--- src/rtl/pwm_offenc_pkg.sv ---
package pwm_offenc_pkg;
    localparam int CNT_W  = 16;
    localparam int DIV_W  = 16;
    localparam int ADDR_W = 2;

    localparam logic [ADDR_W-1:0] ADR_DIV  = 2'd0;
    localparam logic [ADDR_W-1:0] ADR_PER  = 2'd1;
    localparam logic [ADDR_W-1:0] ADR_DUTY = 2'd2;
    localparam logic [ADDR_W-1:0] ADR_CTRL = 2'd3;

    typedef struct packed {
        logic [DIV_W-1:0] div;
        logic [CNT_W-1:0] per;
        logic [CNT_W-1:0] duty;
        logic             run;
        logic             act_low;
    } regs_t;

    typedef struct packed {
        logic [CNT_W-1:0] cnt;
        logic [CNT_W-1:0] per;
        logic [CNT_W-1:0] duty;
        logic             stb;
    } period_t;
endpackage

--- src/rtl/pwm_tick_div.sv ---
module pwm_tick_div #(
    parameter int W = 16
) (
    input  logic         clk,
    input  logic         rst_n,
    input  logic         run,
    input  logic [W-1:0] div_val,
    output logic         tick
);
    logic [W-1:0] cnt_d, cnt_q;

    always_comb begin
        tick  = run && (cnt_q >= div_val);
        cnt_d = cnt_q;
        if (!run || tick) cnt_d = '0;
        else              cnt_d = cnt_q + 1'b1;
    end

    always_ff @(posedge clk or negedge rst_n) begin
        if (!rst_n) cnt_q <= '0;
        else        cnt_q <= cnt_d;
    end

    // divider held at zero while stopped
    a_r7_div_idle: assert property (@(posedge clk) disable iff (!rst_n)
        !run |=> cnt_q == '0);
endmodule

--- src/rtl/pwm_period_ctr.sv ---
module pwm_period_ctr
    import pwm_offenc_pkg::*;
(
    input  logic             clk,
    input  logic             rst_n,
    input  logic             run,
    input  logic             tick,
    input  logic [CNT_W-1:0] per_wr,
    input  logic [CNT_W-1:0] duty_wr,
    output logic [CNT_W-1:0] cnt,
    output logic [CNT_W-1:0] per_use,
    output logic [CNT_W-1:0] duty_use,
    output logic             wrap_stb
);
    period_t st_d, st_q;
    logic    wrap_d;

    always_comb begin
        st_d     = st_q;
        st_d.stb = 1'b0;
        wrap_d   = 1'b0;
        if (!run) begin
            st_d.cnt  = '0;
            st_d.per  = per_wr;
            st_d.duty = duty_wr;
        end else if (tick) begin
            if (st_q.cnt >= st_q.per) begin
                wrap_d    = 1'b1;
                st_d.cnt  = '0;
                st_d.per  = per_wr;
                st_d.duty = duty_wr;
                st_d.stb  = 1'b1;
            end else begin
                st_d.cnt = st_q.cnt + 1'b1;
            end
        end
    end

    always_ff @(posedge clk or negedge rst_n) begin
        if (!rst_n) st_q <= '0;
        else        st_q <= st_d;
    end

    assign cnt      = st_q.cnt;
    assign per_use  = st_q.per;
    assign duty_use = st_q.duty;
    assign wrap_stb = st_q.stb;

    // strobe only in the first cycle of a period
    a_r9_stb_at_zero: assert property (@(posedge clk) disable iff (!rst_n)
        wrap_stb |-> cnt == '0);
    // in-use limits stay put between wraps while running
    a_r8_shadow_hold: assert property (@(posedge clk) disable iff (!rst_n)
        (run && !wrap_d) |=> ($stable(per_use) && $stable(duty_use)));
    // counter never passes the in-use period limit
    a_r3_cnt_bound: assert property (@(posedge clk) disable iff (!rst_n)
        cnt <= per_use);
    // counter held at zero while stopped
    a_r7_cnt_idle: assert property (@(posedge clk) disable iff (!rst_n)
        !run |=> cnt == '0);
endmodule

--- src/rtl/pwm_out_stage.sv ---
module pwm_out_stage
    import pwm_offenc_pkg::*;
(
    input  logic             clk,
    input  logic             rst_n,
    input  logic             run,
    input  logic             act_low,
    input  logic [CNT_W-1:0] cnt,
    input  logic [CNT_W-1:0] per_use,
    input  logic [CNT_W-1:0] duty_use,
    output logic             pwm_out
);
    logic live_d;
    logic active_d;

    always_comb begin
        live_d   = (duty_use <= per_use);
        active_d = run && live_d && (cnt <= duty_use);
        pwm_out  = active_d ^ act_low;
    end

    // off encoding keeps the output at the inactive level
    a_r5_off_code: assert property (@(posedge clk) disable iff (!rst_n)
        (duty_use > per_use) |-> pwm_out == act_low);
    // the first tick of a live period is active
    a_r4_first_tick: assert property (@(posedge clk) disable iff (!rst_n)
        (run && cnt == '0 && duty_use <= per_use) |-> pwm_out != act_low);
endmodule

--- src/rtl/pwm_offenc_top.sv ---
module pwm_offenc_top
    import pwm_offenc_pkg::*;
(
    input  logic              clk,
    input  logic              rst_n,
    input  logic              wr_en,
    input  logic [ADDR_W-1:0] wr_addr,
    input  logic [CNT_W-1:0]  wr_data,
    input  logic [ADDR_W-1:0] rd_addr,
    output logic [CNT_W-1:0]  rd_data,
    output logic              pwm_out,
    output logic              wrap_stb
);
    regs_t            rg_d, rg_q;
    logic             tick;
    logic [CNT_W-1:0] cnt, per_use, duty_use;

    always_comb begin
        rg_d = rg_q;
        if (wr_en) begin
            unique case (wr_addr)
                ADR_DIV:  rg_d.div  = wr_data[DIV_W-1:0];
                ADR_PER:  rg_d.per  = wr_data;
                ADR_DUTY: rg_d.duty = wr_data;
                default: begin
                    rg_d.run     = wr_data[0];
                    rg_d.act_low = wr_data[1];
                end
            endcase
        end
    end

    always_ff @(posedge clk or negedge rst_n) begin
        if (!rst_n) rg_q <= '0;
        else        rg_q <= rg_d;
    end

    always_comb begin
        unique case (rd_addr)
            ADR_DIV:  rd_data = CNT_W'(rg_q.div);
            ADR_PER:  rd_data = per_use;
            ADR_DUTY: rd_data = duty_use;
            default:  rd_data = {{(CNT_W-2){1'b0}}, rg_q.act_low, rg_q.run};
        endcase
    end

    pwm_tick_div #(.W(DIV_W)) u_div (
        .clk(clk), .rst_n(rst_n), .run(rg_q.run), .div_val(rg_q.div), .tick(tick)
    );

    pwm_period_ctr u_per (
        .clk(clk), .rst_n(rst_n), .run(rg_q.run), .tick(tick),
        .per_wr(rg_q.per), .duty_wr(rg_q.duty),
        .cnt(cnt), .per_use(per_use), .duty_use(duty_use), .wrap_stb(wrap_stb)
    );

    pwm_out_stage u_out (
        .clk(clk), .rst_n(rst_n), .run(rg_q.run), .act_low(rg_q.act_low),
        .cnt(cnt), .per_use(per_use), .duty_use(duty_use), .pwm_out(pwm_out)
    );

    // stopped output sits at the inactive level
    a_r7_idle_level: assert property (@(posedge clk) disable iff (!rst_n)
        !rg_q.run |-> pwm_out == rg_q.act_low);
    // no strobe while stopped
    a_r9_no_stb_idle: assert property (@(posedge clk) disable iff (!rst_n)
        !rg_q.run |=> !wrap_stb);
endmodule

--- config.mk ---
export PLATFORM = sky130hd
export DESIGN_NAME = pwm_offenc_top
export DESIGN_NICKNAME = d
export VERILOG_FILES = /design/src/rtl/pwm_offenc_pkg.sv /design/src/rtl/pwm_tick_div.sv /design/src/rtl/pwm_period_ctr.sv /design/src/rtl/pwm_out_stage.sv /design/src/rtl/pwm_offenc_top.sv
export SDC_FILE = /design/constraint.sdc
export NUM_CORES = 1
export LEC_CHECK = 0
export BUFFER_PORTS_ARGS = -buffer_cell sky130_fd_sc_hd__buf_2
export CAP_MARGIN = 20
export CORE_MARGIN = 2
export CORE_UTILIZATION = 38
export CTS_CLUSTER_DIAMETER = 120
export DETAILED_ROUTE_END_ITERATION = 8
export GPL_TIMING_DRIVEN = 0
export PLACE_DENSITY = 0.65
export SYNTH_ARGS = -nofsm -noshare
export SYNTH_HDL_FRONTEND = slang
export SYNTH_SLANG_ARGS = --single-unit
--- constraint.sdc ---
create_clock -name clk -period 3.6 [get_ports clk]
set_clock_uncertainty 0.05 [all_clocks]
set_input_delay 0.18 -clock clk [delete_from_list [all_inputs] [get_ports clk]]
set_output_delay 0.18 -clock clk [all_outputs]
set_load 0.01 [all_outputs]
==> metrics.yaml <==
holdCritStartpoint: "wr_addr[1]"
cp_data_required_time_ns: 3.84
slowest_delay_ns: 0.73
place.gp.congestion: 0.8440
num-fill-cells: 1643
rsz0062_at_grt: "no"
h-tree-depth: 4
flip_flop_and_latch_count_after_synthesis: 115
ys_warn_count: 0
worst_ir_drop_vdd_mv: 0.5161
syn-num-nets: 723
tritoncts_num_sinks: 115
start_kind: "register"
gr-usage-all-layers: 0.1888
worst_skew_pair.late_latency_ns: 0.42
combPwrFrac: 0.263
final_common_cell: "dfrtp_1"
max_freq_ghz: 0.3186
largest_delay_contributor_family_on_the_critical_path: "compound AO/OA/AOI/OAI gates"
highest-signal-layer: "met4"
syn_avg_cell_area_um2: 10.45
post_synthesis_instance_area_um2: 6624
arrival_ns: 3.38
final_max_slew_viol_count: 0
post-route-cell-area_um2: 7876
maxCapViolations: 0
globalRouteOverflowTotal: 0
die_w_um: 136.0
grt_pass1_wl_mm: 26.97
final_nets: 799
postRouteAntennaNets: 0
syn_inst: 634
avgRoutedWirePerCell_um: 16.91
tightestPinTransition_ns: 0.8334
cts_inserted_buffers: 17
most-common-layout-cells: "dfrtp_1, ha_1, nand2_1"
place_area_um2: 7134
layout_worst_path_cycle_share: 0.8717
synth_cell_types: 47
power_density_nw_per_um2: 585.3
reg2regPathDepth: 10
clock-root-buffer: "clkbuf_16"
layout_min_cycle_time_ns: 3.138
end_kind: "register"
cts_buffer_depth: 2
cts_tree: "built"
setup-violations-final: 0
cts.clk_slew.worst_paths_ns: 0.06
design.portCount: 41
number_of_port_buffers: 39
post_cts_resize_count: 0
clockPowerShare: 0.358
power.switching_fraction: 0.3372
worst_hold_path.num_cells: 3
num_vias: 4984
postLayoutCoreUtil: 0.4586
report.final.hold_viol_count: 0
drc: 0
worst_hold_path.endpoint: "rg_q[0]"
floorplan.core_area_um2: 17180
setup.worst_path.class: "register to register"
die-height_um: 136.0
detailedRoute.firstPassIterationCount: 5
synth_ff_type: "dfrtp_1"
overall_die_area_um2: 18500
first_global_vias: 5157
route.met3.wl_um: 569
layout-area-overhead-vs-synth_pct: 18.91
run_status: "finished, final reports clean"
drt_wl_total_mm: 16.03
grt_antenna_before_repair: 0
starting_density_of_the_core: 0.3856
power_frac_seq: 0.379
worst_hold_path_type: "input pin to register"
floorplan.rows: 48
power.switching_mw: 1.555
met1Wirelength_mm: 7.369
slowest_stage: "a211oi_1"
internal_power_mw: 3.055
met2RoutedLength_mm: 7.902
grt_max_degree: 96
detail_route.vias_per_cell: 5.257
r2r_end: "u_per.cnt[11]"
r2r-start: "u_div.cnt_q[0]"
top_fanout_value_on_the_critical_path: 10
async_reset_ff_frac: 1.000
final.setup.tns_ns: 0
cellLeakagePower_nw: 3.679
critical_path.cell_chain: "inv_1 > ha_1 > nand2b_1 > a21oi_1 > o21ai_0 > a211oi_1 > buf_2 > nand2b_1 > buf_2 > o21ai_0"
detail_route.iter0.violations: 377
synth_sequential_area_ratio: 0.4345
critPathBufInv: 3
layout-drive-gt1-share: 0.1992
post_cts_repair_timing_setup_buffer_count: 0
timing.max_slew.rel_slack: 0.4410
hpwlAfterDp_mm: 11.84
synth_enable_flop_cells: 0
insertedDiodeCount: 0
worstSetupStartpoint: "u_div.cnt_q[0]"
setup.reg_to_reg.worst_slack_ns: 0.46
metrics by stage:
stage	instances	worst slack (ns)	hold WS, ns	power [mW]
detailed placement	899	0.4865	0.004577	2.957
CTS	948	0.4795	0.1120	4.629
finish	948	0.4617	0.1242	4.610
global placement	898	0.4770	0.3788	2.914
global route	948	0.2448	0.1216	4.894
floorplan	634	1.042	-0.1656	2.535
worst max path at each step:
stage | endpoint | depth (start not counted)
final | u_per.cnt[11] | 10
after global routing | u_div.cnt_q[11] | 10
after CTS | u_per.cnt[11] | 10
after detailed placement | u_per.cnt[7] | 10
after global placement | u_per.cnt[14] | 10
after floorplan | u_per.duty_use[0] | 8
layout make-up:
| cell class | instances | area, µm² | area share |
|---|---|---|---|
| plain buffers | 22 | 107.6 | 0.01366 |
| clock buffers | 18 | 429.2 | 0.05449 |
| clock inverters | 14 | 142.6 | 0.01811 |
| inverters | 52 | 195.2 | 0.02478 |
| multi-input cells | 445 | 3443 | 0.4372 |
| flip-flops and latches | 115 | 2878 | 0.3654 |
| well taps | 225 | 281.5 | 0.03574 |
| repair buffers | 57 | 399.1 | 0.05068 |
power by group through the flow:
stage                     clock network [mW]  logic [mW]  registers (mW)
after floorplan                            0       0.851            1.68
after global placement                     0        1.15            1.76
after detailed placement                   0        1.19            1.77
after CTS                               1.67        1.22            1.74
after global routing                    1.73        1.38            1.78
final                                   1.65        1.21            1.75
cell families (layout without fill, tap and decap cells):
logic type | after synthesis | count (layout) | synth area share
and+or+nand+nor | 173 | 173 | 0.1288
DFF | 115 | 115 | 0.4345
AOI/OAI and AO/OA | 108 | 108 | 0.1046
muxes | 83 | 83 | 0.1419
buffers and inverters | 74 | 163 | 0.04571
adders and majority gates | 66 | 66 | 0.1247
xor gates and xnor gates | 15 | 15 | 0.01983
worst reg2reg max path: cells and delay by family, from the launching register on:
family / cells / cell delay [ns]
simple gates: 2 / 0.45
buf+inv: 3 / 0.71
flops: 1 / 0.45
fa+ha+maj: 1 / 0.26
compound gates: 4 / 1.09
per-layer routing:
layer  up-vias  GRT usage
li1       2431          -
met1      2442     0.2468
met2        96     0.3124
met3        15    0.04661
met4         0    0.05093
met5         -          0
synth_stat cells, types with 4 or more instances:
master / n / area [µm²]
nand4_1: 16 / 100.1
a21oi_1: 26 / 130.1
mux2i_1: 14 / 140.1
and3_1: 12 / 75.07
o41ai_1: 4 / 35.03
nor2_1: 26 / 97.59
xnor2_1: 6 / 52.55
nand3b_1: 8 / 60.06
ha_1: 66 / 825.8
a21o_1: 6 / 45.04
dfrtp_1: 115 / 2878
xor2_1: 9 / 78.83
o21ai_0: 40 / 200.2
mux2_2: 61 / 686.9
o21a_1: 4 / 30.03
nand3_1: 19 / 95.09
a32oi_1: 11 / 96.34
inv_1: 51 / 191.4
mux2_1: 6 / 67.56
or3_1: 6 / 37.54
nor3_1: 6 / 30.03
nand2_1: 65 / 244.0
clkbuf_1: 15 / 56.30
state kept, by name, indices dropped and copies added (netlist names):
| name | count |
|---|---|
| u_div.cnt_q | 16 |
| u_per.per_use | 16 |
| u_per.wrap_stb | 1 |
| rg_q | 50 |
| u_per.cnt | 16 |
| u_per.duty_use | 16 |
timing repair:
action | in CTS | in global routing
hold endpoints to repair | 158 | 0
setup endpoints to repair | 0 | 0
hold buffers | 17 | 0
Note: power is estimated with default switching activity, not from simulation.
